### src/rtl/pmau_pkg.sv
package pmau_pkg;
  localparam int REG_AW = 8;
  localparam logic [REG_AW-1:0] REG_TBLP  = 8'h07;
  localparam logic [REG_AW-1:0] REG_TBLH  = 8'h08;
  localparam logic [REG_AW-1:0] REG_BSEL  = 8'h14;
  localparam logic [REG_AW-1:0] REG_BDIR  = 8'h15;

  typedef enum logic {TS_IDLE, TS_READ} tstate_t;
endpackage

### src/rtl/pmau_bank.sv
module pmau_bank
  import pmau_pkg::*;
#(
  parameter int BANK_W = 3
) (
  input  logic              clk,
  input  logic              rst,
  input  logic              we_i,
  input  logic [REG_AW-1:0] waddr_i,
  input  logic [BANK_W-1:0] wdata_i,
  input  logic              commit_i,
  output logic [BANK_W-1:0] bank_eff_o,
  output logic [BANK_W-1:0] bank_cur_o
);
  logic [BANK_W-1:0] sel_q;
  logic [BANK_W-1:0] dir_q;

  // a direction bit of 1 (input) removes that bit from the bank
  assign bank_eff_o = sel_q & ~dir_q;

  always_ff @(posedge clk) begin
    if (rst) begin
      sel_q      <= '0;
      dir_q      <= '1;
      bank_cur_o <= '0;
    end else begin
      if (we_i && waddr_i == REG_BSEL) sel_q <= wdata_i;
      if (we_i && waddr_i == REG_BDIR) dir_q <= wdata_i;
      if (commit_i) bank_cur_o <= bank_eff_o;
    end
  end
endmodule

### src/rtl/pmau_irq.sv
module pmau_irq #(
  parameter int NSRC     = 2,
  parameter int PC_W     = 13,
  parameter int VEC_BASE = 8,
  parameter int VEC_STEP = 4
) (
  input  logic            clk,
  input  logic            rst,
  input  logic [NSRC-1:0] req_i,
  input  logic            take_i,
  output logic            any_o,
  output logic [NSRC-1:0] grant_o,
  output logic [PC_W-1:0] vec_o
);
  logic [NSRC-1:0] pend_q;

  // lowest index wins
  always_comb begin
    logic found;
    found   = 1'b0;
    grant_o = '0;
    for (int i = 0; i < NSRC; i++) begin
      if (pend_q[i] && !found) begin
        grant_o[i] = 1'b1;
        found      = 1'b1;
      end
    end
  end

  always_comb begin
    vec_o = '0;
    for (int i = 0; i < NSRC; i++) begin
      if (grant_o[i]) vec_o = PC_W'(VEC_BASE + VEC_STEP * i);
    end
  end

  assign any_o = |pend_q;

  always_ff @(posedge clk) begin
    if (rst) pend_q <= '0;
    else     pend_q <= (pend_q | req_i) & ~(take_i ? grant_o : '0);
  end
endmodule

### src/rtl/pmau_tbl.sv
module pmau_tbl
  import pmau_pkg::*;
#(
  parameter int PC_W   = 13,
  parameter int TP_W   = 8,
  parameter int DATA_W = 16
) (
  input  logic                   clk,
  input  logic                   rst,
  input  logic                   we_i,
  input  logic [REG_AW-1:0]      waddr_i,
  input  logic [TP_W-1:0]        wdata_i,
  input  logic                   start_i,
  input  logic                   last_i,
  input  logic [PC_W-TP_W-1:0]   pc_hi_i,
  input  logic [DATA_W-1:0]      rom_data_i,
  output logic [PC_W-1:0]        tbl_addr_o,
  output logic                   busy_o,
  output logic [TP_W-1:0]        tblp_o,
  output logic [DATA_W-TP_W-1:0] tblh_o,
  output logic [TP_W-1:0]        lo_o,
  output logic                   vld_o
);
  localparam int PAGE_W = PC_W - TP_W;

  tstate_t st_q;

  assign busy_o     = (st_q == TS_READ);
  assign tbl_addr_o = last_i ? {{PAGE_W{1'b1}}, tblp_o} : {pc_hi_i, tblp_o};

  always_ff @(posedge clk) begin
    if (rst) begin
      st_q   <= TS_IDLE;
      tblp_o <= '0;
      tblh_o <= '0;
      lo_o   <= '0;
      vld_o  <= 1'b0;
    end else begin
      vld_o <= 1'b0;
      if (we_i && waddr_i == REG_TBLP) tblp_o <= wdata_i;
      // the table-high register is not writable
      unique case (st_q)
        TS_IDLE: if (start_i) st_q <= TS_READ;
        TS_READ: begin
          tblh_o <= rom_data_i[DATA_W-1:TP_W];
          lo_o   <= rom_data_i[TP_W-1:0];
          vld_o  <= 1'b1;
          st_q   <= TS_IDLE;
        end
        default: st_q <= TS_IDLE;
      endcase
    end
  end
endmodule

### src/rtl/pmau_top.sv
module pmau_top
  import pmau_pkg::*;
#(
  parameter int PC_W     = 13,
  parameter int BANK_W   = 3,
  parameter int TP_W     = 8,
  parameter int DATA_W   = 16,
  parameter int NSRC     = 2,
  parameter int VEC_BASE = 8,
  parameter int VEC_STEP = 4,
  localparam int ADDR_W  = BANK_W + PC_W,
  localparam int HB_W    = DATA_W - TP_W
) (
  input  logic              clk,
  input  logic              rst,
  input  logic              fetch_i,
  input  logic              tbl_cur_i,
  input  logic              tbl_last_i,
  input  logic              wave_i,
  input  logic [ADDR_W-1:0] wave_start_i,
  input  logic [NSRC-1:0]   tmr_req_i,
  input  logic              int_en_i,
  input  logic              stack_full_i,
  input  logic              reg_we_i,
  input  logic [REG_AW-1:0] reg_addr_i,
  input  logic [TP_W-1:0]   reg_wdata_i,
  input  logic [DATA_W-1:0] rom_data_i,
  output logic [ADDR_W-1:0] rom_addr_o,
  output logic [PC_W-1:0]   pc_o,
  output logic [BANK_W-1:0] bank_o,
  output logic [TP_W-1:0]   tblp_o,
  output logic [HB_W-1:0]   tblh_o,
  output logic [TP_W-1:0]   tbl_lo_o,
  output logic              tbl_vld_o,
  output logic              busy_o,
  output logic [NSRC-1:0]   int_ack_o
);
  logic              idle;
  logic              do_tbl, do_wave, do_fetch, do_vec, do_seq;
  logic              irq_any;
  logic [NSRC-1:0]   irq_grant;
  logic [PC_W-1:0]   irq_vec;
  logic [PC_W-1:0]   tbl_addr;
  logic [BANK_W-1:0] bank_eff;

  assign idle     = !busy_o;
  assign do_tbl   = idle && (tbl_cur_i || tbl_last_i);
  assign do_wave  = idle && !tbl_cur_i && !tbl_last_i && wave_i;
  assign do_fetch = idle && !tbl_cur_i && !tbl_last_i && !wave_i && fetch_i;
  assign do_vec   = do_fetch && int_en_i && !stack_full_i && irq_any;
  assign do_seq   = do_fetch && !do_vec;

  pmau_bank #(.BANK_W(BANK_W)) u_bank (
    .clk       (clk),
    .rst       (rst),
    .we_i      (reg_we_i),
    .waddr_i   (reg_addr_i),
    .wdata_i   (reg_wdata_i[BANK_W-1:0]),
    .commit_i  (do_seq),
    .bank_eff_o(bank_eff),
    .bank_cur_o(bank_o)
  );

  pmau_irq #(.NSRC(NSRC), .PC_W(PC_W), .VEC_BASE(VEC_BASE), .VEC_STEP(VEC_STEP)) u_irq (
    .clk    (clk),
    .rst    (rst),
    .req_i  (tmr_req_i),
    .take_i (do_vec),
    .any_o  (irq_any),
    .grant_o(irq_grant),
    .vec_o  (irq_vec)
  );

  pmau_tbl #(.PC_W(PC_W), .TP_W(TP_W), .DATA_W(DATA_W)) u_tbl (
    .clk       (clk),
    .rst       (rst),
    .we_i      (reg_we_i),
    .waddr_i   (reg_addr_i),
    .wdata_i   (reg_wdata_i),
    .start_i   (do_tbl),
    .last_i    (!tbl_cur_i),
    .pc_hi_i   (pc_o[PC_W-1:TP_W]),
    .rom_data_i(rom_data_i),
    .tbl_addr_o(tbl_addr),
    .busy_o    (busy_o),
    .tblp_o    (tblp_o),
    .tblh_o    (tblh_o),
    .lo_o      (tbl_lo_o),
    .vld_o     (tbl_vld_o)
  );

  always_ff @(posedge clk) begin
    if (rst) begin
      rom_addr_o <= '0;
      pc_o       <= '0;
      int_ack_o  <= '0;
    end else begin
      int_ack_o <= '0;
      if (do_tbl) begin
        rom_addr_o <= {bank_o, tbl_addr};
      end else if (do_wave) begin
        rom_addr_o <= wave_start_i;
      end else if (do_vec) begin
        rom_addr_o <= {bank_o, irq_vec};
        pc_o       <= irq_vec + PC_W'(1);
        int_ack_o  <= irq_grant;
      end else if (do_seq) begin
        rom_addr_o <= {bank_eff, pc_o};
        pc_o       <= pc_o + PC_W'(1);
      end
    end
  end
endmodule

### config.mk
export PLATFORM = sky130hd
export DESIGN_NAME = pmau_top
export DESIGN_NICKNAME = d
export VERILOG_FILES = /design/src/rtl/pmau_pkg.sv /design/src/rtl/pmau_bank.sv /design/src/rtl/pmau_irq.sv /design/src/rtl/pmau_tbl.sv /design/src/rtl/pmau_top.sv
export SDC_FILE = /design/constraint.sdc
export NUM_CORES = 1
export LEC_CHECK = 0
export ABC_AREA = 1
export BUFFER_PORTS_ARGS = -buffer_cell sky130_fd_sc_hd__buf_2
export CORE_MARGIN = 2
export CORE_UTILIZATION = 44
export CTS_BUF_LIST = sky130_fd_sc_hd__clkbuf_16
export DETAILED_ROUTE_END_ITERATION = 7
export MAX_ROUTING_LAYER = met4
export PLACE_DENSITY = 0.84
export SYNTH_ARGS = -nofsm -noshare
export SYNTH_HDL_FRONTEND = slang
export SYNTH_SLANG_ARGS = --single-unit
### constraint.sdc
create_clock -name clk -period 1.3 [get_ports clk]
set_input_delay 0.325 -clock clk [delete_from_list [all_inputs] [get_ports clk]]
set_output_delay 0.325 -clock clk [all_outputs]
set_load 0.05 [all_outputs]
==> results of run 1 <==
-- worst paths after layout --
kind	from	end	slack, ns
max	u_tbl.busy_o	pc_o[2]	-0.03
max reg2reg	u_tbl.busy_o	pc_o[2]	-0.03
min reg2reg	u_tbl.lo_o[5]	u_tbl.lo_o[5]	0.47
min	rom_data_i[4]	u_tbl.lo_o[4]	0.17
-- routing by layer --
metal / vias up / share of wire (%) / global-route usage [%]
met1: 1687 / 41 / 31.0
li1: 1770 / - / -
met3: 32 / 7.4 / 5.88
met5: - / 0 / -
met2: 201 / 48 / 41.0
met4: 0 / 3.0 / 12.7
-- registers in the layout, summed over array words and instances (netlist names) --
register and count:
u_tbl.vld_o 1, u_bank.sel_q 3, u_tbl.lo_o 8, u_tbl.busy_o 1
rom_addr_o 16, u_irq.pend_q 2, pc_o 13, u_bank.dir_q 3
u_tbl.tblh_o 8, u_tbl.tblp_o 8, int_ack_o 2, u_bank.bank_cur_o 3
-- worst max-delay path, stage by stage (launching register included) --
cell,delay (ns)
dfxtp_4,0.36
inv_8,0.08
nand2_4,0.07
nor2_8,0.24
nand2_4,0.13
nor3b_1,0.21
o21ai_1,0.11
inv_2,0.06
-- area by class of cell --
type	count	share of cell area, %
multi-input combinational	306	35.3
sequential	68	29.0
timing repair buffer	161	21.9
inverter	62	5.21
clock buffer	9	4.69
tap	96	2.50
clock inverter	7	1.20
timing repair inverter	1	0.130
-- power groups by stage --
stage / registers (mW) / clock network (mW) / logic [mW]
global route: 2.24 / 2.49 / 1.16
floorplan: 2.58 / 0 / 0.367
global placement: 2.27 / 0 / 0.971
detailed placement: 2.27 / 0 / 0.992
finish: 2.23 / 2.39 / 1.09
CTS: 2.23 / 2.37 / 1.04
-- kinds of logic after synthesis --
kind of cell             share of synthesized area (%)
AO/OA/AOI/OAI                                     16.7
XOR/XNOR                                         0.278
buffers and inverters                             10.8
adder cells (fa/ha/maj)                          0.397
flip-flops                                        43.2
AND/OR/NAND/NOR                                   28.7
-- placed cells by master, fill, tap and decap left out, types with 4 or more instances in the layout --
cell / count
nand2_2: 6
buf_2: 98
nor2_1: 20
a21oi_2: 9
o21ai_0: 23
dfxtp_1: 54
nand3_1: 29
buf_8: 4
inv_1: 55
nor2_4: 8
nor3_1: 4
clkbuf_4: 5
clkbuf_16: 9
nand3_2: 7
o21ai_1: 28
dfxtp_2: 8
a21oi_1: 29
nand2_4: 5
o211ai_1: 7
inv_2: 5
dfxtp_4: 6
nand2_1: 111
buf_4: 43
buf_6: 9
-- repair_timing --
| action | CTS | global route |
|---|---|---|
| pin swaps | 9 | 21 |
| gates cloned | 2 | 0 |
| endpoints found under the setup margin | 55 | 48 |
| gates resized for setup | 44 | 58 |
| setup buffers | 7 | 8 |
| hold buffers | 0 | 0 |
-- per-stage QoR --
| stage | std cells | instance area, sq um |
|---|---|---|
| 6_report | 710 | 4800 |
| 5_1_grt | 710 | 4800 |
| 4_1_cts | 702 | 4560 |
| 3_5_place_dp | 677 | 4070 |
| 3_3_place_gp | 677 | 4070 |
| 2_1_floorplan | 452 | 3240 |
==> results.sh, run 1 <==
export IMPL_wl_per_cell_microns=14.6
export IMPL_final_util_pct=69.9
export IMPL_drt_wl_total_microns=10400
export IMPL_ys_seq_area_share_pct=43.2
export IMPL_antenna_found_initial=0
export IMPL_layout_drive_gt1_share_pct=40.1
export IMPL_netlist_top_cells_count="nand2_1, dfxtp_1, inv_1"
export IMPL_max_freq_mhz=750
export IMPL_fp_dieW_microns=88.6
export IMPL_clk_path_buf_depth=2
export IMPL_path_clk_slew_ns=0.06
export IMPL_grt_overflow=0
export IMPL_violations="setup timing"
export IMPL_grt_pass1_vias=3457
export IMPL_ys_types=31
export IMPL_multi_input_area_sq_mm=0.00169
export IMPL_via_per_inst=5.20
export IMPL_pwr_share_clk_pct=41.8
export IMPL_max_vdd_ir_drop_uv=828
export IMPL_ys_ff_latch=68
export IMPL_grt_pass1_wl_microns=15100
export IMPL_cts_tree="yes"
export IMPL_synth_area_leaders="dfxtp_1, nand2_1, inv_1"
export IMPL_ctsHtreeMaxLevel=3
export IMPL_first_pass_iters=5
export IMPL_worst_path_max_fanout=8
export IMPL_synth_nets=512
export IMPL_mappedNetlistArea_sq_mm=0.00315
export IMPL_vias=3690
export IMPL_numCtsBuffers=9
export IMPL_finalSetupTns_ns=-0.177
export IMPL_insertion_delay_ns=0.34
export IMPL_hold_path_class="in -> reg"
export IMPL_layout_setup_ws_ns=-0.0329
export IMPL_synth_top_area_share_pct=43.2
export IMPL_syn_avg_cell_area_sq_um=6.97
export IMPL_drv_slew=0
export IMPL_dp_worst_setup_slack_ns=-0.242
export IMPL_max_cap_violations=0
export IMPL_worst_setup_path_type="reg -> reg"
export IMPL_synth_warnings=0
export IMPL_ctsRootBufferMaster="clkbuf_16"
export IMPL_synth_edff_count=0
export IMPL_critPathLaunchType="flop"
export IMPL_grt_max_degree=44
export IMPL_area_growth_pct=52.3
export IMPL_r2r_cells=7
export IMPL_finalSetupViolations=11
export IMPL_rsz0062_at_grt="yes"
export IMPL_synthArstFlopShare_pct=0
export IMPL_yosysTopAreaCell="dfxtp_1"
export IMPL_antenna_left=0
export IMPL_core_region_area_sq_mm=0.00687
export IMPL_start_util_pct=45.9
export IMPL_leakage_nw=2.39
export IMPL_dp_hpwl_microns=6880
export IMPL_num_rows=30
export IMPL_comb_power_share_pct=19.1
export IMPL_post_route_period_util_pct=103
export IMPL_worstMarginPinSlew_ns=0.367
export IMPL_netSwitchingPower_mw=1.73
export IMPL_end_kind="flop"
export IMPL_hold_viol=0
export IMPL_yosysMostFrequentCell="nand2_1"
export IMPL_syn_instance_count=452
export IMPL_fp_dieH_microns=88.6
export IMPL_power_total_mw=5.71
export IMPL_portBuffers=118
export IMPL_powerDensity_mw_per_mm2=1190
export IMPL_power_switching_share_pct=30.3
export IMPL_gp_congestion=0.960
export IMPL_cts_sinks=68
export IMPL_io_pin_count=119
export IMPL_hold_slack_ns=0.174
export IMPL_die_area_sq_mm=0.00786
export IMPL_pwr_share_seq_pct=39.1
export IMPL_intPower_mw=3.98
export IMPL_whs_path_depth=3
export IMPL_grt_usage_pct=25.9
export IMPL_crit_arrival_ns=1.62
export IMPL_required_ns=1.58
export IMPL_fin_worst_skew_ns=0.00687
export IMPL_register_area_sq_mm=0.00139
export IMPL_status="complete, but fails checks"
export IMPL_dominantRegCellSynth="dfxtp_1"
export IMPL_diodes=0
export IMPL_fill_cells=523
export IMPL_min_period_ns=1.33
export IMPL_drt_iter0_drc=211
export IMPL_relSlewSlack_pct=75.5
export IMPL_drc=0
export IMPL_final_nets=669
Power figures use the tool's default switching activity.
==> inputs of run 2 (changes only) <==
- CELL_PAD_IN_SITES_DETAIL_PLACEMENT: unset -> 1
- CELL_PAD_IN_SITES_GLOBAL_PLACEMENT: unset -> 2
- CORE_UTILIZATION: 44 -> 23
- PLACE_DENSITY: 0.84 -> 0.83
==> run 2 against run 1 <==
  * Critical endpoint is now rom_addr_o[8]
  * The flow still finishes with violations (setup timing)
  * Clock power barely moved
  * Total power increased by 1.2%
  * Core utilization down 31 points
  * Non-clock buffer count grew 10
  * Setup slack got worse by 0.022 ns
  * Hold slack lost 0.0028 ns
  * Fmax decreased by 1.6%
  * Combinational power up 8%
==> results.sh, run 2 (synthesized netlist as in run 1, its figures left out) <==
export IMPL_grt_overflow=0
export IMPL_numCtsBuffers=9
export IMPL_vias=3582
export IMPL_status="complete, but fails checks"
export IMPL_diodes=0
export IMPL_final_nets=679
export IMPL_drv_slew=0
export IMPL_area_growth_pct=64.7
export IMPL_min_period_ns=1.35
export IMPL_portBuffers=118
export IMPL_antenna_left=0
export IMPL_critPathLaunchType="flop"
export IMPL_relSlewSlack_pct=73.7
export IMPL_final_util_pct=39.0
export IMPL_worst_setup_path_type="reg -> reg"
export IMPL_largestRegisters="rom_addr_o (16), pc_o (13)"
export IMPL_drt_wl_total_microns=12100
export IMPL_largest_register="rom_addr_o"
export IMPL_rsz0062_at_grt="yes"
export IMPL_ctsHtreeMaxLevel=3
export IMPL_clk_path_buf_depth=2
export IMPL_fp_dieW_microns=121
export IMPL_crit_slowest_cell="dfxtp_4"
export IMPL_grt_usage_pct=17.4
export IMPL_layout_drive_gt1_share_pct=41.7
export IMPL_end_kind="flop"
export IMPL_gp_congestion=0.844
export IMPL_antenna_found_initial=0
export IMPL_hold_viol=0
export IMPL_layout_commonest_cell="nand2_1"
export IMPL_crit_arrival_ns=1.59
export IMPL_hold_slack_ns=0.171
export IMPL_powerDensity_mw_per_mm2=1110
export IMPL_num_rows=42
export IMPL_leakage_nw=2.45
export IMPL_postCtsHoldBufs=0
export IMPL_grt_pass1_vias=3851
export IMPL_slowest_delay_ns=0.38
export IMPL_fp_dieH_microns=121
export IMPL_path_cells="inv_8 > o21ai_4 > nand2_4 > nor2_8 > inv_8 > o21ai_1 > inv_1 > nand2_1 > inv_1"
export IMPL_drt_iter0_drc=114
export IMPL_ctsRootBufferMaster="clkbuf_16"
export IMPL_r2r_start="u_tbl.busy_o"
export IMPL_path_clk_slew_ns=0.06
export IMPL_startpoint="u_tbl.busy_o"
export IMPL_fin_worst_skew_ns=0.00524
export IMPL_required_ns=1.54
export IMPL_layout_setup_ws_ns=-0.0546
export IMPL_cts_tree="yes"
export IMPL_start_util_pct=23.7
export IMPL_core_region_area_sq_mm=0.0133
export IMPL_max_freq_mhz=738
export IMPL_drc=0
export IMPL_grt_max_degree=46
export IMPL_worstMarginPinSlew_ns=0.393
export IMPL_final_cell_mix="nand2_1, buf_2, inv_1"
export IMPL_first_pass_iters=4
export IMPL_min_from="rom_data_i[15]"
export IMPL_io_pin_count=119
export IMPL_violations="setup timing"
export IMPL_largest_reg_flops=16
export IMPL_die_area_sq_mm=0.0147
export IMPL_cts_sinks=68
export IMPL_gr_usage_met1_pct=18.6
export IMPL_max_cap_violations=0
export IMPL_grt_pass1_wl_microns=19100
export IMPL_dp_hpwl_microns=8730
export IMPL_wl_per_cell_microns=15.1
export IMPL_finalSetupViolations=19
export IMPL_grt_busiest_layer="met2"
export IMPL_grt_use_met2_pct=30.2
export IMPL_insertion_delay_ns=0.34
export IMPL_via_per_inst=4.48
export IMPL_max_vdd_ir_drop_uv=870
export IMPL_finalSetupTns_ns=-0.478
export IMPL_post_route_period_util_pct=104
export IMPL_met3_usage_pct=5.45
export IMPL_worst_path_max_fanout=7
export IMPL_hold_path_class="in -> reg"
run 2: what timing repair did:
action	4_1_cts	5_1_grt
gates cloned	2	0
buffers inserted	5	10
hold endpoints to repair	0	0
pin swaps	11	11
gates resized for setup	88	71
endpoints found under the setup margin	70	81
run 2: worst paths after layout:
| check | endpoint | slack, ns | depth (start not counted) |
|---|---|---|---|
| worst min-delay path | u_tbl.tblh_o[7] | 0.17 | 3 |
| worst max register to register | rom_addr_o[8] | -0.05 | 9 |
| worst max-delay path | rom_addr_o[8] | -0.05 | 9 |
| worst min register to register | u_tbl.tblh_o[2] | 0.47 | 2 |
run 2: power breakdown:
part           total [mW]  switching, mW  internal, mW
Combinational        1.18          0.766         0.409
Clock                2.37          0.912          1.46
Sequential           2.24         0.0673          2.17
run 2: layer usage:
metal | up-vias | part of all wire [%]
met1 | 1686 | 42
met5 | - | 0
met3 | 20 | 5.6
met2 | 84 | 51
li1 | 1792 | -
met4 | 0 | 1.7
run 2: area by class of cell:
type	instances	area [sq um]
timing repair buffer	171	1290
tap	176	220
timing repair inverter	2	17.5
fill	1653	8100
clock buffer	9	225
clock inverter	7	58.8
inverter	62	255
multi-input combinational	305	1730
sequential	68	1400
run 2: per-stage QoR:
stage                     total power, mW  cell area [sq um]  worst slack, ns  cells
after detailed placement             3.30               4250           -0.317    767
after floorplan                      2.94               3240           -0.199    452
after global routing                 6.04               5190           -0.143    800
after global placement               3.28               4250           -0.268    767
final                                5.78               5190          -0.0546    800
after CTS                            5.78               4880          -0.0526    790
run 2: critical path: cells and delay by family, from the launching register on:
kind | cells | cell delay (ns)
buf+inv | 4 | 0.22
flops | 1 | 0.38
simple gates | 3 | 0.41
compound gates | 2 | 0.22
==> inputs of run 3 (changes only) <==
- REMOVE_ABC_BUFFERS: unset -> 1
- clock period: 1.3 -> 1.2 ns (I/O delays scaled with it)
==> run 3 against run 2 <==
  * The flow still finishes with violations (setup timing)
  * Global-route usage up 1.2 points
  * Hold slack worse by 0.022 ns
  * Die area unchanged
  * Critical path depth down 1
  * Sequential share of layout area down 2.5 points
  * Critical path type unchanged
  * Final cell count up 3.0%
  * Largest power group unchanged
==> results.sh, run 3 (synthesized netlist as in run 1, its figures left out) <==
export IMPL_first_pass_iters=4
export IMPL_min_period_ns=1.40
export IMPL_status="complete, but fails checks"
export IMPL_start_util_pct=23.7
export IMPL_hold_path_class="in -> reg"
export IMPL_r2r_cells=8
export IMPL_max_cap_violations=0
export IMPL_grt_max_degree=39
export IMPL_dpl_cell_area_sq_mm=0.00421
export IMPL_ctsHtreeMaxLevel=3
export IMPL_largestRegisters="rom_addr_o (16), pc_o (13)"
export IMPL_drt_iter0_drc=153
export IMPL_layout_setup_ws_ns=-0.196
export IMPL_drv_slew=0
export IMPL_ctsRootBufferMaster="clkbuf_16"
export IMPL_dp_hpwl_microns=8860
export IMPL_layout_commonest_cell="nand2_1"
export IMPL_postCtsHoldBufs=0
export IMPL_min_to="u_tbl.lo_o[2]"
export IMPL_whs_path_depth=3
export IMPL_post_route_period_util_pct=116
export IMPL_insertion_delay_ns=0.34
export IMPL_fp_dieW_microns=121
export IMPL_die_area_sq_mm=0.0147
export IMPL_reg2reg_slack_ns=-0.20
export IMPL_via_per_inst=4.61
export IMPL_gp_congestion=0.847
export IMPL_cts_sinks=68
export IMPL_reg2reg_to="pc_o[10]"
export IMPL_grt_overflow=0
export IMPL_grt_pass1_wl_microns=20500
export IMPL_worst_setup_path_type="reg -> reg"
export IMPL_max_freq_mhz=716
export IMPL_power_total_mw=6.92
export IMPL_hold_viol=0
export IMPL_numCtsBuffers=9
export IMPL_fin_worst_skew_ns=0.00865
export IMPL_cts_tree="yes"
export IMPL_finalSetupViolations=45
export IMPL_clk_path_buf_depth=2
export IMPL_largest_reg_flops=16
export IMPL_dp_worst_setup_slack_ns=-0.369
export IMPL_rsz0062_at_grt="yes"
export IMPL_path_clk_slew_ns=0.06
export IMPL_largest_register="rom_addr_o"
export IMPL_drc=0
export IMPL_core_region_area_sq_mm=0.0133
export IMPL_drt_wl_total_microns=13800
export IMPL_required_ns=1.42
export IMPL_powerDensity_mw_per_mm2=1190
export IMPL_min_from="rom_data_i[2]"
export IMPL_num_rows=42
export IMPL_area_growth_pct=84.3
export IMPL_critPathLaunchType="flop"
export IMPL_r2r_start="pc_o[0]"
export IMPL_diodes=0
export IMPL_violations="setup timing"
export IMPL_antenna_left=0
export IMPL_portBuffers=118
export IMPL_grt_pass1_vias=4044
export IMPL_fp_dieH_microns=121
export IMPL_vias=3796
export IMPL_layout_drive_gt1_share_pct=49.2
export IMPL_relSlewSlack_pct=83.2
export IMPL_design_area_sq_mm=0.00581
export IMPL_worst_path_max_fanout=4
export IMPL_leakage_nw=2.71
export IMPL_grt_usage_pct=18.6
export IMPL_crit_arrival_ns=1.62
export IMPL_end_kind="flop"
export IMPL_antenna_found_initial=0
export IMPL_final_nets=703
export IMPL_io_pin_count=119
export IMPL_worstMarginPinSlew_ns=0.249
export IMPL_wl_per_cell_microns=16.8
export IMPL_final_cell_mix="nand2_1, buf_6, buf_2"
export IMPL_max_vdd_ir_drop_uv=621
==> run 3: cell count changes in the layout (fill, tap and decap cells not counted), moves of 3 or more <==
cell / delta
buf_6: +40
clkbuf_4: -21
buf_2: -14
dfxtp_1: -14
dfxtp_2: +12
nand2_1: -12
buf_8: +10
nand2_2: +10
buf_4: +9
o21ai_0: -5
a21oi_1: -3
a21oi_2: +3
inv_6: -3
==> run 3: area by class of cell <==
cell class / instances / area (sq um)
Inverter: 62 / 263
Clock inverter: 7 / 109
Fill cell: 1590 / 7490
Timing Repair Buffer: 195 / 1740
Sequential cell: 68 / 1420
Tap cell: 176 / 220
Clock buffer: 9 / 225
Multi-Input combinational cell: 305 / 1810
Timing Repair inverter: 2 / 22.5
==> run 3: timing repair <==
item,4_1_cts,5_1_grt
pin swaps,20,11
resized for setup,222,79
setup buffers,19,16
cloned,2,2
endpoints found under the setup margin,113,74
==> run 3: power breakdown <==
part	total, mW	internal [mW]	switching (mW)
clock	3.03	2.01	1.03
combinational	1.45	0.561	0.889
sequential	2.44	2.35	0.0847
total	6.92	4.92	2.00
==> run 3: per-layer routing <==
metal,vias to the layer above,track usage [%],routed length (microns),part of all wire [%]
met3,28,4.65,585,4.2
met5,-,-,0,0
met1,1835,20.4,5730,41
li1,1840,-,-,-
met2,93,32.0,7170,52
met4,0,7.92,353,2.6
==> run 3: stage by stage <==
step / utilization, % / hold WS [ns] / setup TNS [ns] / cells
6_report: 43.7 / 0.149 / -5.06 / 824
5_1_grt: 43.7 / 0.152 / -7.63 / 824
4_1_cts: 40.5 / 0.140 / -3.16 / 809
3_5_place_dp: 31.6 / 0.464 / -17.45 / 772
3_3_place_gp: 31.6 / 0.457 / -14.91 / 772
2_1_floorplan: - / 0.369 / -30.61 / 435
==> run 3: worst max-delay path by stage <==
stage                     slack [ns]         start             end
after CTS                      -0.13       pc_o[1]        pc_o[12]
after global placement         -0.30  stack_full_i         pc_o[4]
after global routing           -0.28       pc_o[0]        pc_o[12]
after detailed placement       -0.37  stack_full_i   rom_addr_o[8]
after floorplan                -0.73  u_tbl.busy_o  rom_addr_o[10]
final                          -0.20       pc_o[0]        pc_o[10]
==> run 3: critical path, cell delays in order, from the launching register on <==
cell and delay (ns):
dfxtp_4 0.37, ha_4 0.15, nand2_4 0.06, nor2_4 0.09
inv_2 0.05, nor2_4 0.15, nand3_4 0.12, o21ai_0 0.20
nor2_1 0.09
